### config.mk
export PLATFORM = sky130hd
export DESIGN_NAME = stream_prio_arbiter
export DESIGN_NICKNAME = d
export VERILOG_FILES = /design/src/rtl/arb_pkg.sv /design/src/rtl/stream_req_sel.sv /design/src/rtl/prio_pick.sv /design/src/rtl/port_grant.sv /design/src/rtl/stream_prio_arbiter.sv
export SDC_FILE = /design/constraint.sdc
export NUM_CORES = 1
export LEC_CHECK = 0
export ABC_AREA = 1
export CAP_MARGIN = 20
export CORE_UTILIZATION = 43
export CTS_BUF_LIST = sky130_fd_sc_hd__clkbuf_8
export DETAILED_ROUTE_END_ITERATION = 7
export GPL_TIMING_DRIVEN = 0
export MAX_ROUTING_LAYER = met4
export PLACE_DENSITY = 0.84
export SLEW_MARGIN = 20
export SYNTH_ARGS = -nofsm -noshare
export SYNTH_HDL_FRONTEND = slang
export SYNTH_SLANG_ARGS = --single-unit
### constraint.sdc
create_clock -name clk -period 12.1 [get_ports clk]
set_input_delay 3.025 -clock clk [delete_from_list [all_inputs] [get_ports clk]]
set_output_delay 3.025 -clock clk [all_outputs]
set_load 0.005 [all_outputs]
### src/rtl/arb_pkg.sv
package arb_pkg;
    localparam int NUM_STREAMS = 8;
    localparam int NUM_CHAN    = 8;
    localparam int PRIO_W      = 2;
    localparam int NUM_PORTS   = 2;

    typedef enum logic [PRIO_W-1:0] {
        LVL_LOW   = 2'b00,
        LVL_MED   = 2'b01,
        LVL_HIGH  = 2'b10,
        LVL_VHIGH = 2'b11
    } lvl_e;
endpackage

### src/rtl/stream_req_sel.sv
module stream_req_sel #(
    parameter int N    = 8,
    parameter int C    = 8,
    parameter int CH_W = $clog2(C)
) (
    input  logic [C-1:0]      chan_req,
    input  logic [N-1:0]      en,
    input  logic [N*CH_W-1:0] chsel,
    output logic [N-1:0]      active
);
    for (genvar s = 0; s < N; s++) begin : g_strm
        assign active[s] = en[s] & chan_req[chsel[s*CH_W +: CH_W]];
    end
endmodule

### src/rtl/prio_pick.sv
module prio_pick #(
    parameter int N     = 8,
    parameter int PW    = 2,
    parameter int IDX_W = $clog2(N)
) (
    input  logic [N-1:0]    active,
    input  logic [N*PW-1:0] prio,
    output logic            found,
    output logic [IDX_W-1:0] win
);
    logic [PW-1:0] best;

    // Linear scan: strict '>' keeps the lower index on equal levels.
    always_comb begin
        found = 1'b0;
        best  = '0;
        win   = '0;
        for (int i = 0; i < N; i++) begin
            if (active[i] && (!found || prio[i*PW +: PW] > best)) begin
                found = 1'b1;
                best  = prio[i*PW +: PW];
                win   = IDX_W'(i);
            end
        end
    end
endmodule

### src/rtl/port_grant.sv
module port_grant #(
    parameter int N     = 8,
    parameter int IDX_W = $clog2(N)
) (
    input  logic             clk,
    input  logic             rst_n,
    input  logic             done,
    input  logic             found,
    input  logic [IDX_W-1:0] win,
    output logic             vld,
    output logic [N-1:0]     gnt,
    output logic [IDX_W-1:0] idx
);
    typedef struct packed {
        logic             vld;
        logic [IDX_W-1:0] idx;
    } gstate_t;

    gstate_t st_d, st_q;

    always_comb begin
        st_d = st_q;
        if (!st_q.vld || done) begin
            st_d.vld = found;
            st_d.idx = found ? win : '0;
        end
    end

    always_ff @(posedge clk) begin
        if (!rst_n) begin
            st_q <= '{vld: 1'b0, idx: '0};
        end else begin
            st_q <= st_d;
        end
    end

    always_comb begin
        gnt = '0;
        if (st_q.vld) begin
            gnt[st_q.idx] = 1'b1;
        end
    end

    assign vld = st_q.vld;
    assign idx = st_q.idx;
endmodule

### src/rtl/stream_prio_arbiter.sv
module stream_prio_arbiter
    import arb_pkg::*;
#(
    parameter int NUM_STREAMS = arb_pkg::NUM_STREAMS,
    parameter int NUM_CHAN    = arb_pkg::NUM_CHAN,
    parameter int PRIO_W      = arb_pkg::PRIO_W,
    parameter int NUM_PORTS   = arb_pkg::NUM_PORTS,
    localparam int CH_W       = $clog2(NUM_CHAN),
    localparam int IDX_W      = $clog2(NUM_STREAMS)
) (
    input  logic                          clk,
    input  logic                          rst_n,
    input  logic [NUM_CHAN-1:0]           chan_req,
    input  logic [NUM_STREAMS-1:0]        strm_en,
    input  logic [NUM_STREAMS*PRIO_W-1:0] strm_prio,
    input  logic [NUM_STREAMS*CH_W-1:0]   strm_chsel,
    input  logic [NUM_PORTS-1:0]          port_done,
    output logic [NUM_PORTS-1:0]          port_gnt_vld,
    output logic [NUM_PORTS*NUM_STREAMS-1:0] port_gnt,
    output logic [NUM_PORTS*IDX_W-1:0]    port_gnt_idx
);
    logic [NUM_STREAMS-1:0] active;
    logic                   found;
    logic [IDX_W-1:0]       win;

    stream_req_sel #(.N(NUM_STREAMS), .C(NUM_CHAN), .CH_W(CH_W)) u_sel (
        .chan_req (chan_req),
        .en       (strm_en),
        .chsel    (strm_chsel),
        .active   (active)
    );

    prio_pick #(.N(NUM_STREAMS), .PW(PRIO_W), .IDX_W(IDX_W)) u_pick (
        .active (active),
        .prio   (strm_prio),
        .found  (found),
        .win    (win)
    );

    for (genvar p = 0; p < NUM_PORTS; p++) begin : g_port
        port_grant #(.N(NUM_STREAMS), .IDX_W(IDX_W)) u_port (
            .clk   (clk),
            .rst_n (rst_n),
            .done  (port_done[p]),
            .found (found),
            .win   (win),
            .vld   (port_gnt_vld[p]),
            .gnt   (port_gnt[p*NUM_STREAMS +: NUM_STREAMS]),
            .idx   (port_gnt_idx[p*IDX_W +: IDX_W])
        );
    end
endmodule

==> After elaboration in Yosys (flattened, before gate mapping) <==
Cells that the tools add are included.
{ "op_classes": {"addsub": 0, "mul": 0, "div_mod_pow": 0, "order_cmp": 19, "n_eq_ne": 0, "n_shift": 0, "muxes": 45, "bitwise_logic": 8, "n_reduce_logical": 27} }
{ "op_table": {"columns": ["op", "n"], "rows": [
  ["3-bit by 4-bit < comparator with 1-bit output, second input constant", 10],
  ["1-bit binary-select mux with 3-bit select", 8],
  ["1-bit 2-to-1 mux", 19],
  ["2-bit 2-to-1 mux", 9],
  ["8-bit 2-to-1 mux", 2],
  ["3-bit 2-to-1 mux", 5],
  ["2-bit greater-than comparator", 7],
  ["1-bit logical AND", 9],
  ["1-bit logical NOT", 9],
  ["1-bit logical OR", 9],
  ["1-bit bitwise AND", 8],
  ["1-bit demux with 3-bit select", 2],
  ["3-bit by 1-bit greater-or-equal comparator with 1-bit output, second input constant", 2]
]} }
{ "totals": {"reg_bits": 8, "latch_bits": 0, "mem_bits_rw": 0, "rom_bits": 0, "inputBits": 60, "output_inout_bits": 24, "wordCells": 103, "memories": 0} }

==> Logic depth before layout (Yosys ltp) <==
Gate-level depths: netlist of the first run.
{ "logic_depth": {"depth_word": 33, "mapped_depth": 64, "ltp_nobuf": 64} }

==> Modules after synthesis <==
Synthesis of the first run repeated with hierarchy kept, for this count alone.
{ "unflattened": {"cells_unflattened": 368, "area_unflattened_um2": 1806.7} }
{ "by_module_without_submodules": {"columns": ["module", "n_inst", "cells_per_inst", "area_each_um2", "seq_area_each_um2"], "rows": [
  ["prio_pick", 1, 126, 708.2, 0.0],
  ["stream_req_sel", 1, 160, 650.6, 0.0],
  ["port_grant", 2, 41, 224.0, 80.1]
]} }

==> Least setup slack after synthesis of the first run <==
No wires, ideal clock.
{ "synth_timing": {"path_type": "input to register", "start": "input chan_req[1]", "end": "register g_port[0].u_port.st_q (netlist bit g_port[0].u_port.idx[1])", "arrival_time_ns": 9.420, "t_required_ns": 11.979, "setup_slack_ns": 2.559, "stages": 61, "n_path_buf": 0, "cell_sequence": "inv_2 -> nand2_1 -> nand3_1 -> nand3b_2 -> nand4_1 -> ha_1 -> inv_1 -> nor2_1 -> o21ai_0 -> nand4_1 -> nand2_1 -> nand2_1 -> and2_1 -> ha_1 -> inv_1 -> nor2_1 -> o21ai_0 -> a21oi_1 -> [... 25 more ...] -> and2_1 -> ha_1 -> inv_1 -> nor2_1 -> o21ai_0 -> nand2_1 -> nand2_2 -> or2_1 -> nand2_1 -> ha_1 -> inv_1 -> nor2_1 -> o21ai_0 -> nand2_1 -> nand2_1 -> nand2_1 -> nor2_1 -> a21oi_1"} }
{ "synth_between": {"elab_chain_cells": 33, "elab_cells_between_ends": 74} }
{ "synth_lines": {"columns": ["element", "line_no", "source"], "rows": [
  ["from (decl)", "stream_prio_arbiter.sv:13", "input logic [NUM_CHAN-1:0] chan_req,"],
  ["1-bit binary-select mux with 3-bit select", "stream_req_sel.sv:12", "assign active[s] = en[s] & chan_req[chsel[s*CH_W +: CH_W]];"],
  ["1-bit 2-to-1 mux (implied by the code)", "stream_req_sel.sv:12", null],
  ["1-bit bitwise AND", "stream_req_sel.sv:12", null],
  ["2-bit 2-to-1 mux / 1-bit 2-to-1 mux (equally long branches)", "prio_pick.sv:19", "if (active[i] && (!found || prio[i*PW +: PW] > best)) begin"],
  ["2-bit greater-than comparator / 1-bit logical NOT (equally long branches)", "prio_pick.sv:19", null],
  ["1-bit logical OR", "prio_pick.sv:19", null],
  ["1-bit logical AND", "prio_pick.sv:19", null],
  ["2-bit 2-to-1 mux / 1-bit 2-to-1 mux (equally long branches)", "prio_pick.sv:19", null],
  ["[... 17 more ...]", null, null],
  ["1-bit logical OR", "prio_pick.sv:19", null],
  ["1-bit logical AND", "prio_pick.sv:19", null],
  ["2-bit 2-to-1 mux / 1-bit 2-to-1 mux (equally long branches)", "prio_pick.sv:19", null],
  ["2-bit greater-than comparator / 1-bit logical NOT (equally long branches)", "prio_pick.sv:19", null],
  ["1-bit logical OR", "prio_pick.sv:19", null],
  ["1-bit logical AND", "prio_pick.sv:19", null],
  ["3-bit 2-to-1 mux / 1-bit 2-to-1 mux (equally long branches)", "prio_pick.sv:19", null],
  ["3-bit 2-to-1 mux *", "port_grant.sv:25", "st_d.idx = found ? win : '0;"],
  ["to (signal assigned)", "port_grant.sv:31", "st_q <= '{vld: 1'b0, idx: '0};"],
  ["to (signal assigned)", "port_grant.sv:33", "st_q <= st_d;"],
  ["to (decl)", "port_grant.sv:19", "gstate_t st_d, st_q;"]
]} }
Mark *: on every way between the ends. The rest lies on a longest branch, timed or not. The select of a mux whose other input is x is not followed.
A chain may end at the register's enable or synchronous reset.

==> Worst setup path after layout of the first run <==
{ "layout_timing": {"start": "input chan_req[4]", "end": "register g_port[1].u_port.st_q (netlist bit g_port[1].u_port.idx[0])"} }
{ "layout_between": {"elab_chain_cells": 33, "elab_cells_between_ends": 75} }
{ "layout_lines": {"columns": ["element", "line_no"], "rows": [
  ["1-bit binary-select mux with 3-bit select", "stream_req_sel.sv:12"],
  ["1-bit 2-to-1 mux (implied by the code)", "stream_req_sel.sv:12"],
  ["1-bit bitwise AND", "stream_req_sel.sv:12"],
  ["2-bit 2-to-1 mux / 1-bit 2-to-1 mux (equally long branches)", "prio_pick.sv:19"],
  ["2-bit greater-than comparator / 1-bit logical NOT (equally long branches)", "prio_pick.sv:19"],
  ["1-bit logical OR", "prio_pick.sv:19"],
  ["1-bit logical AND", "prio_pick.sv:19"],
  ["2-bit 2-to-1 mux / 1-bit 2-to-1 mux (equally long branches)", "prio_pick.sv:19"],
  ["[... 17 more ...]", null],
  ["1-bit logical OR", "prio_pick.sv:19"],
  ["1-bit logical AND", "prio_pick.sv:19"],
  ["2-bit 2-to-1 mux / 1-bit 2-to-1 mux (equally long branches)", "prio_pick.sv:19"],
  ["2-bit greater-than comparator / 1-bit logical NOT (equally long branches)", "prio_pick.sv:19"],
  ["1-bit logical OR", "prio_pick.sv:19"],
  ["1-bit logical AND", "prio_pick.sv:19"],
  ["3-bit 2-to-1 mux / 1-bit 2-to-1 mux (equally long branches)", "prio_pick.sv:19"],
  ["3-bit 2-to-1 mux *", "port_grant.sv:25"],
  ["to (signal assigned)", "port_grant.sv:31"],
  ["to (signal assigned)", "port_grant.sv:33"],
  ["to (decl)", "port_grant.sv:19"]
]} }
Marks and branches as above.

==> metrics.csv, run 1 <==
stage,metric,value,unit
synthesis,post-synthesis sequential area ratio,9.176,%
sta,setup total negative slack,0,ns
sta,unrepaired setup endpoints after global routing,false,
power,P_sw,0.08892,mW
power,switching part of the total power,41.78,%
power,internal power,0.1239,mW
sta,part of the cycle the worst path needs,89.84,%
critical_path,CP startpoint kind,input port,
global_route,first-pass GRT wire length,8549,um
routing,Vias,2368,
sta,Slew Limit Fails,0,
routing,drt wl/cell,10.62,um
synthesis,post-synthesis mux area share,0,%
synthesis,Synth area leader,nand2_1,
die,core area,3771,um^2
synthesis,yosys warns,0,
die,# rows,22,
power,logic gate share of total power,67.6,%
sta,worst slew pin tran,0.2660,ns
die,# IOs,84,
power,Pwr Density,79.48,nW/um^2
global_route,largest net degree at the start of global routing,9,
synthesis,post-synthesis compound-gate area fraction,18.42,%
die,Die H,65.71,um
cells_and_area,nets@finish,493,
synthesis,"flops & latches, synth",8,
sta,clock skew,0.0001469,ns
critical_path,slowest cell delay on critical path,0.61,ns
synthesis,Synth Net Count,405,
clocking,Clock transition at path regs,0.04,ns
critical_path,Arrival @ worst endpoint,10.99,ns
routing,Post-DRT Antenna Nets,0,
sta,FMAX,91.99,MHz
synthesis,Netlist cell types,24,
synthesis,Mapped Area,1745,um^2
clocking,Worst-Skew Late Latency,0.23,ns
sta,final hold viol count,0,
routing,routed vias/inst,5.092,
global_route,antenna violations before repair,0,
die,die width,65.71,um
die,Initial Util,46.28,%
die,Die ar.,4318,um^2
critical_path,Most common cell on crit path,nand2_1,
cells_and_area,"most common cell after layout, fill and taps aside",nand2_1,
cells_and_area,FILL cells,378,
routing,# DRC,0,
global_route,total track usage,25.32,%
power,Clock Power Share,15.4,%
clocking,CTS Sinks,8,
global_route,gr ovfl total,0,
global_route,global-route met1 utilization,24.97,%
clocking,post_cts resized,0,
placed_design,hpwl dp,4301,um
clocking,clk buf depth,2,
synthesis,xor-xnor portion of the synthesized cell area,0,%
placed_design,final RePlAce weighted congestion,0.8193,
critical_path,worst-path maximum fanout,6,
routing,final wirelength,4938,um
synthesis,average cell area after synthesis,5.273,um^2
clocking,hold-fix buffer count after cts,0,
clocking,clock root cell,clkbuf_8,
sta,Setup Viol. Count Final,0,
critical_path,type of the worst setup path,input port to flip-flop,
routing,Pre-antenna DRT Iters,4,
sta,Max-Slew Margin vs Limit,82.19,%
cells_and_area,antenna cell count,0,
clocking,CTS tree,yes,
routing,first-iteration detailed-routing DRC count,61,
clocking,setup bufs post-CTS,0,
power,Static Leak,1.383,nW
synthesis,Area contributors post-synth,"nand2_1 18%, inv_1 11%, nand3_1 10%",
synthesis,adder-cell share of the synthesized area,10.04,%
global_route,M2 GR Usage,49.87,%
cells_and_area,Area Overhead vs Synth,53.41,%
global_route,Top Usage Layer GRT,met2,
synthesis,Post-Synth Simple-Gate Area,48.17,%
flow_run,Max Cap Violations,0,
synthesis,Synth Instances,331,
cells_and_area,Post-Route Utilization,71.00,%
outcome,status,"finished, final reports clean",
clocking,H-tree Lvls,1,
sta,min Tclk post-route,10.87,ns
critical_path,critical path's slowest cell,clkdlybuf4s50_1,
global_route,vias in the first global route,2273,
critical_path,Crit. End Element,flip-flop,
synthesis,share of the synthesized area in the top cell type,18.49,%
cells_and_area,"commonest non-fill, non-tap cells in the layout","86 x nand2_1, 83 x clkdlybuf4s50_1, 53 x inv_1",
cells_and_area,layout cells sized above 1,7.194,%
hold_path,worst min path class,flip-flop to flip-flop,
global_route,met3 GRT Util,2.951,%
placed_design,port bufs,83,
power,Sequential Power Share,17.1,%
critical_path,Critical Path RT,12.22,ns
power,Max VDD drop,0.00003135,V
synthesis,largest family of logic cells by synthesized area,simple AND/OR/NAND/NOR gates,
clocking,CTS Buf Count,3,
[synth_stat cells (all sizes together)]
cell / instances
nand4: 4
nand3: 40
buf: 2
nand3b: 3
o211ai: 7
nor2: 39
dfxtp: 8
o21ai: 31
ha: 14
a21oi: 19
o21bai: 2
inv: 62
or2: 5
nand2: 89
and2: 6
[state kept, by name, summed over array words and instances, names as in the netlist]
| name | cells |
|---|---|
| g_port.u_port.vld | 2 |
| g_port.u_port.idx | 6 |
[routing by layer]
layer	wire (um)	up-vias
li1	-	1249
met1	1983	1022
met2	2527	81
met3	307	16
met4	121	0
met5	0	-
[power by group through the flow]
stage	Clock [mW]	Combinational (mW)	Sequential, mW
5_1_grt	0.0337	0.165	0.0371
4_1_cts	0.0325	0.145	0.0362
2_1_floorplan	0	0.0858	0.0362
6_report	0.0327	0.144	0.0363
3_3_place_gp	0	0.140	0.0365
3_5_place_dp	0	0.144	0.0366
[layout make-up]
class | instances | area, um^2 | share of cell area, %
multi-input cells | 259 | 1338 | 49.95
repair buffers | 83 | 830.8 | 31.03
inverters | 62 | 232.7 | 8.692
flip-flops and latches | 8 | 160.2 | 5.981
well taps | 48 | 60.06 | 2.243
clock buffers | 3 | 41.29 | 1.542
plain buffers | 2 | 15.01 | 0.5607
[path summary, 6_finish.rpt]
path	cells after the start	slack (ns)	start	to
max	63	1.23	chan_req[4]	g_port[1].u_port.idx[0]$_SDFFE_PN0P_
min	2	0.61	g_port[1].u_port.idx[1]$_SDFFE_PN0P_	g_port[1].u_port.idx[1]$_SDFFE_PN0P_
max reg2reg	6	10.94	g_port[1].u_port.vld$_SDFFE_PN0P_	g_port[1].u_port.idx[0]$_SDFFE_PN0P_
min reg2reg	2	0.61	g_port[1].u_port.idx[1]$_SDFFE_PN0P_	g_port[1].u_port.idx[1]$_SDFFE_PN0P_
[per-stage QoR]
step / power (mW) / hold WS, ns / instances / worst slack [ns] / instance area, um^2
2_1_floorplan: 0.1219 / 0.5636 / 331 / 2.559 / 1745
3_3_place_gp: 0.1767 / 0.5929 / 462 / 1.094 / 2636
3_5_place_dp: 0.1810 / 0.5933 / 462 / 0.9800 / 2636
4_1_cts: 0.2138 / 0.6087 / 465 / 1.190 / 2678
5_1_grt: 0.2354 / 0.6508 / 465 / 0.4796 / 2678
6_report: 0.2128 / 0.6116 / 465 / 1.229 / 2678
[critical path, delay by kind of cell]
family | cells | cell delay (ns)
simple gates | 37 | 3.46
buf+inv | 10 | 1.16
compound gates | 9 | 1.42
fa+ha+maj | 7 | 1.89
[cell families (layout without fill, tap and decap cells)]
family                     after synthesis  count (layout)
adders and majority gates               14              14
DFF                                      8               8
AOI/OAI and AO/OA                       59              59
and+or+nand+nor                        186             186
buffers and inverters                   64             150
No activity file was read; power rests on OpenSTA's default activity.
==> run 2: changes to the inputs <==
Settings changed: MAX_ROUTING_LAYER met4 to unset.
==> run 2 against run 1 <==
  * Clock skew about the same
  * First-iteration DRC count grew 6.6%
  * Utilization is the same
  * Hold slack about the same
  * Combinational power is essentially flat
  * Critical path depth stayed put
  * Die area unchanged
  * Wire length is essentially flat
  * Register-to-register slack is essentially flat
  * Clock power about the same
  * Global-route usage is 0.66 points lower
  * Setup slack hardly changed
  * Critical path type unchanged
  * Largest power group unchanged
==> metrics.csv, run 2 (same netlist as run 1, synthesis figures left out) <==
stage,metric,value,unit,change
cells_and_area,antenna cell count,0,,unchanged
routing,# DRC,0,,unchanged
clocking,Worst-Skew Late Latency,0.23,ns,about the same
global_route,antenna violations before repair,0,,unchanged
critical_path,CP Buf/Inv Count,10,,unchanged
routing,Vias,2363,,-0.21%
global_route,total track usage,24.67,%,-0.66 points
power,Max VDD drop,0.00003136,V,about the same
sta,Max-Slew Margin vs Limit,82.19,%,unchanged
critical_path,Arrival @ worst endpoint,10.99,ns,about the same
hold_path,worst min path class,flip-flop to flip-flop,,
cells_and_area,"most common cell after layout, fill and taps aside",nand2_1,,
global_route,gr ovfl total,0,,unchanged
cells_and_area,layout cells sized above 1,7.194,%,unchanged
placed_design,final RePlAce weighted congestion,0.8075,,-1.4%
sta,worst slew pin tran,0.2660,ns,unchanged
critical_path,CP startpoint kind,input port,,
critical_path,WP depth,63,,unchanged
critical_path,critical path's slowest cell,clkdlybuf4s50_1,,
cells_and_area,nets@finish,493,,unchanged
clocking,CTS Buf Count,3,,unchanged
cells_and_area,max FFs per register,6,,unchanged
cells_and_area,cell area after layout,2678,um^2,unchanged
hold_path,hold_sp,g_port[1].u_port.idx[1]$_SDFFE_PN0P_,,
critical_path,Critical Path RT,12.22,ns,about the same
placed_design,hpwl dp,4301,um,unchanged
critical_path,cell family with most CP delay,simple AND/OR/NAND/NOR gates,,
global_route,largest net degree at the start of global routing,9,,unchanged
routing,Post-DRT Antenna Nets,0,,unchanged
die,# rows,22,,unchanged
cells_and_area,"commonest non-fill, non-tap cells in the layout","86 x nand2_1, 83 x clkdlybuf4s50_1, 53 x inv_1",,
die,die width,65.71,um,unchanged
sta,part of the cycle the worst path needs,89.85,%,about the same
clocking,CTS tree,yes,,
sta,unrepaired setup endpoints after global routing,false,,
cells_and_area,final std cells w/o fill,465,,unchanged
cells_and_area,Area Overhead vs Synth,53.41,%,unchanged
hold_path,Hold Crit Endpoint,g_port[1].u_port.idx[1]$_SDFFE_PN0P_,,
routing,final wirelength,4940,um,about the same
outcome,status,"finished, final reports clean",,
critical_path,slowest cell delay on critical path,0.61,ns,about the same
die,Die H,65.71,um,unchanged
clocking,CTS Sinks,8,,unchanged
placed_design,port bufs,83,,unchanged
global_route,first-pass GRT wire length,8549,um,unchanged
sta,Setup Viol. Count Final,0,,unchanged
clocking,clock root cell,clkbuf_8,,
cells_and_area,Post-Route Utilization,71.00,%,unchanged
critical_path,worst-path maximum fanout,6,,unchanged
critical_path,Worst R2R Path Depth,6,,unchanged
hold_path,Hold Path Depth,2,,unchanged
clocking,clk buf depth,2,,unchanged
sta,worst hold slack,0.6115,ns,-0.00007900 ns
clocking,hold-fix buffer count after cts,0,,unchanged
clocking,post_cts resized,0,,unchanged
sta,min Tclk post-route,10.87,ns,+0.0002700 ns
power,Pwr Density,79.51,nW/um^2,about the same
sta,final hold viol count,0,,unchanged
critical_path,Critical R2R Capture,g_port[1].u_port.idx[0]$_SDFFE_PN0P_,,
critical_path,Crit. End Element,flip-flop,,
critical_path,Most common cell on crit path,nand2_1,,
critical_path,R2R Path Start,g_port[1].u_port.vld$_SDFFE_PN0P_,,
placed_design,area post-placement,2636,um^2,unchanged
die,core area,3771,um^2,unchanged
routing,drt wl/cell,10.62,um,about the same
power,Static Leak,1.383,nW,unchanged
sta,clock skew,0.0001471,ns,+0.0000001670 ns
routing,first-iteration detailed-routing DRC count,65,,+6.6%
sta,FMAX,91.98,MHz,about the same
critical_path,R2R setup slack,10.94,ns,about the same
clocking,H-tree Lvls,1,,unchanged
clocking,setup bufs post-CTS,0,,unchanged
routing,routed vias/inst,5.082,,-0.21%
die,# IOs,84,,unchanged
global_route,vias in the first global route,2272,,-0.044%
sta,setup total negative slack,0,ns,unchanged
die,Initial Util,46.28,%,unchanged
die,Die ar.,4318,um^2,unchanged
placed_design,placed cells,462,,unchanged
routing,Pre-antenna DRT Iters,4,,unchanged
sta,Slew Limit Fails,0,,unchanged
critical_path,type of the worst setup path,input port to flip-flop,,
flow_run,Max Cap Violations,0,,unchanged
clocking,Clock transition at path regs,0.04,ns,about the same
run 2: cell counts in the layout (fill, tap and decap cells not counted):
Identical to the previous run, type by type.
run 2: how the worst max path moves through the flow:
stage               slack (ns)                                   end        start
floorplan                 2.56  g_port[0].u_port.idx[1]$_SDFFE_PN0P_  chan_req[1]
global placement          1.09  g_port[0].u_port.idx[1]$_SDFFE_PN0P_  chan_req[4]
detailed placement        0.98  g_port[0].u_port.idx[1]$_SDFFE_PN0P_  chan_req[4]
CTS                       1.19  g_port[0].u_port.idx[1]$_SDFFE_PN0P_  chan_req[4]
global route              0.48  g_port[0].u_port.idx[1]$_SDFFE_PN0P_  chan_req[4]
finish                    1.23  g_port[1].u_port.idx[0]$_SDFFE_PN0P_  chan_req[4]
run 2: report_power, final:
part           internal (mW)  total (mW)  leakage, nW  switching [mW]
sequential            0.0313      0.0364       0.0668         0.00503
combinational         0.0710       0.144         1.29          0.0728
clock                 0.0216      0.0327       0.0216          0.0111
run 2: worst reg2reg max path: stages, from the launching register on:
cell      delay (ns)
dfxtp_1         0.34
inv_1           0.05
nor2_1          0.18
inv_1           0.13
o21ai_0         0.16
o21bai_1        0.14
inv_1           0.05
run 2: layout make-up:
| type | count | area (um^2) |
|---|---|---|
| timing repair buffer | 83 | 830.8 |
| inverter | 62 | 232.7 |
| multi-input combinational | 259 | 1338 |
| tap | 48 | 60.06 |
| clock buffer | 3 | 41.29 |
| fill | 378 | 1094 |
| sequential | 8 | 160.2 |
| buffer | 2 | 15.01 |
run 2: stage by stage:
stage / setup WS, ns / power, mW
after floorplan: 2.559 / 0.1219
after global placement: 1.094 / 0.1767
after detailed placement: 0.9800 / 0.1810
after CTS: 1.190 / 0.2138
after global routing: 0.4796 / 0.2354
final: 1.229 / 0.2129
run 2: routing by layer:
layer / part of all wire (%) / global-route usage [%]
met5: 0 / 0
met1: 40 / 24.77
met2: 51 / 49.87
met3: 6.4 / 3.299
met4: 2.4 / 8.967
==> run 3: changes to the inputs <==
Settings changed: REMOVE_ABC_BUFFERS set to 1.
==> run 3 against run 2 <==
  * Sequential power about the same
  * Clock-buffer cell count is the same
  * Die area did not move
  * Final cell count down 0.43%
  * Global-route usage decreased by 0.58 points
  * Critical path depth unchanged
  * Flip-flop and latch count stayed put
  * Clock power hardly changed
  * Fmax fell by 0.98%
  * Utilization fell by 0.40 points
  * Sequential share of layout area about the same
==> metrics.csv, run 3 (same netlist as run 1, synthesis figures left out) <==
stage,metric,value,unit,change
clocking,post_cts resized,0,,unchanged
die,core area,3771,um^2,unchanged
sta,worst slew pin tran,0.3044,ns,+0.03844 ns
cells_and_area,"most common cell after layout, fill and taps aside",nand2_1,,
routing,Post-DRT Antenna Nets,0,,unchanged
sta,worst hold slack,0.6134,ns,+0.001915 ns
outcome,status,"finished, final reports clean",,
sta,FMAX,91.09,MHz,-0.98%
clocking,Clock transition at path regs,0.04,ns,about the same
cells_and_area,layout cells sized above 1,6.747,%,-0.45 points
placed_design,hpwl dp,4231,um,-1.6%
clocking,CTS Buf Count,3,,unchanged
sta,Setup Viol. Count Final,0,,unchanged
critical_path,Most common cell on crit path,nand2_1,,
routing,routed vias/inst,4.974,,-2.1%
cells_and_area,Area Overhead vs Synth,52.54,%,
power,Static Leak,1.374,nW,-0.70%
sta,unrepaired setup endpoints after global routing,false,,
die,# IOs,84,,unchanged
clocking,CTS tree,yes,,
die,Initial Util,46.28,%,unchanged
routing,# DRC,0,,unchanged
routing,Vias,2303,,-2.5%
global_route,gr ovfl total,0,,unchanged
power,switching part of the total power,42.06,%,+0.25 points
routing,Pre-antenna DRT Iters,4,,unchanged
routing,final wirelength,4860,um,-1.6%
critical_path,CP startpoint kind,input port,,
die,die width,65.71,um,unchanged
global_route,antenna violations before repair,0,,unchanged
sta,Max-Slew Margin vs Limit,79.62,%,-2.6 points
cells_and_area,max FFs per register,6,,unchanged
clocking,clk buf depth,2,,unchanged
die,Die H,65.71,um,unchanged
sta,clock skew,0.001998,ns,+0.001851 ns
placed_design,area post-placement,2621,um^2,-0.57%
die,Die ar.,4318,um^2,unchanged
critical_path,Critical Path RT,12.21,ns,about the same
clocking,hold-fix buffer count after cts,0,,unchanged
placed_design,dpl ws,0.8610,ns,-0.1189 ns
routing,first-iteration detailed-routing DRC count,101,,+55%
clocking,setup bufs post-CTS,0,,unchanged
clocking,Worst-Skew Late Latency,0.23,ns,about the same
cells_and_area,nets@finish,491,,-0.41%
placed_design,final RePlAce weighted congestion,0.8200,,+1.5%
critical_path,type of the worst setup path,input port to flip-flop,,
hold_path,hold_sp,g_port[0].u_port.vld$_SDFFE_PN0P_,,
power,Max VDD drop,0.00003789,V,+21%
cells_and_area,antenna cell count,0,,unchanged
placed_design,port bufs,83,,unchanged
routing,met3 routed WL,325,um,+2.2%
cells_and_area,Post-Route Utilization,70.60,%,-0.40 points
sta,final hold viol count,0,,unchanged
critical_path,critical path's slowest cell,clkdlybuf4s50_1,,
global_route,vias in the first global route,2103,,-7.4%
power,P_sw,0.08938,mW,+0.43%
global_route,total track usage,24.09,%,-0.58 points
sta,min Tclk post-route,10.98,ns,+0.1071 ns
clocking,H-tree Lvls,1,,unchanged
global_route,first-pass GRT wire length,8273,um,-3.2%
cells_and_area,cell area after layout,2663,um^2,-0.56%
power,Sequential Power Share,17.2,%,about the same
critical_path,Arrival @ worst endpoint,11.09,ns,+0.10 ns
power,Pwr Density,79.82,nW/um^2,+0.39%
power,logic gate share of total power,67.5,%,about the same
critical_path,Critical Path Source,chan_req[4],,
sta,Slew Limit Fails,0,,unchanged
routing,Max Used Layer,met4,,
cells_and_area,"commonest non-fill, non-tap cells in the layout","86 x nand2_1, 83 x clkdlybuf4s50_1, 53 x inv_1",,
hold_path,worst min path class,flip-flop to flip-flop,,
critical_path,Crit. End Element,flip-flop,,
critical_path,R2R Path Start,g_port[0].u_port.vld$_SDFFE_PN0P_,,
clocking,clock root cell,clkbuf_8,,
cells_and_area,FILL cells,374,,-1.1%
power,internal power,0.1231,mW,-0.61%
critical_path,worst-path maximum fanout,6,,unchanged
routing,WL met1,2072,um,+4.5%
clocking,CTS Sinks,8,,unchanged
flow_run,Max Cap Violations,0,,unchanged
critical_path,slowest cell delay on critical path,0.61,ns,about the same
power,overall power,0.2125,mW,-0.18%
sta,setup total negative slack,0,ns,unchanged
power,Clock Power Share,15.3,%,about the same
placed_design,placed cells,460,,-0.43%
sta,part of the cycle the worst path needs,90.73,%,+0.88 points
routing,wire length on met2,2408,um,-4.3%
routing,drt wl/cell,10.50,um,-1.2%
cells_and_area,final std cells w/o fill,463,,-0.43%
global_route,largest net degree at the start of global routing,9,,unchanged
die,# rows,22,,unchanged
sta,worst setup margin,1.121,ns,-0.1071 ns
==> run 3: final cells by class <==
class | count | area (um^2) | share of cell area [%]
clock buffers | 3 | 41.29 | 1.551
inverters | 62 | 232.7 | 8.741
multi-input cells | 259 | 1338 | 50.23
flip-flops and latches | 8 | 160.2 | 6.015
well taps | 48 | 60.06 | 2.256
repair buffers | 83 | 830.8 | 31.20
==> run 3: critical path: cells and delay by family <==
| kind | cells | cell delay, ns |
|---|---|---|
| simple gates | 38 | 3.65 |
| compound gates | 9 | 1.39 |
| buf+inv | 9 | 1.12 |
| fa+ha+maj | 7 | 1.89 |
==> run 3: power groups by stage <==
stage / logic (mW) / registers [mW] / clock network (mW)
floorplan: 0.0850 / 0.0363 / 0
global placement: 0.139 / 0.0368 / 0
detailed placement: 0.144 / 0.0369 / 0
CTS: 0.144 / 0.0365 / 0.0328
global route: 0.164 / 0.0373 / 0.0350
finish: 0.144 / 0.0365 / 0.0325
==> run 3: path summary, 6_finish.rpt <==
path                                          end  slack, ns  depth (start not counted)
max          g_port[1].u_port.idx[1]$_SDFFE_PN0P_       1.12                         63
min             g_port[0].u_port.vld$_SDFFE_PN0P_       0.61                          4
max reg2reg  g_port[0].u_port.idx[0]$_SDFFE_PN0P_      10.98                          6
min reg2reg     g_port[0].u_port.vld$_SDFFE_PN0P_       0.61                          4
==> run 3: metal layers <==
layer	track usage, %	vias to the layer above
met2	46.17	77
li1	-	1241
met3	5.035	7
met5	0	-
met4	6.522	0
met1	26.01	978
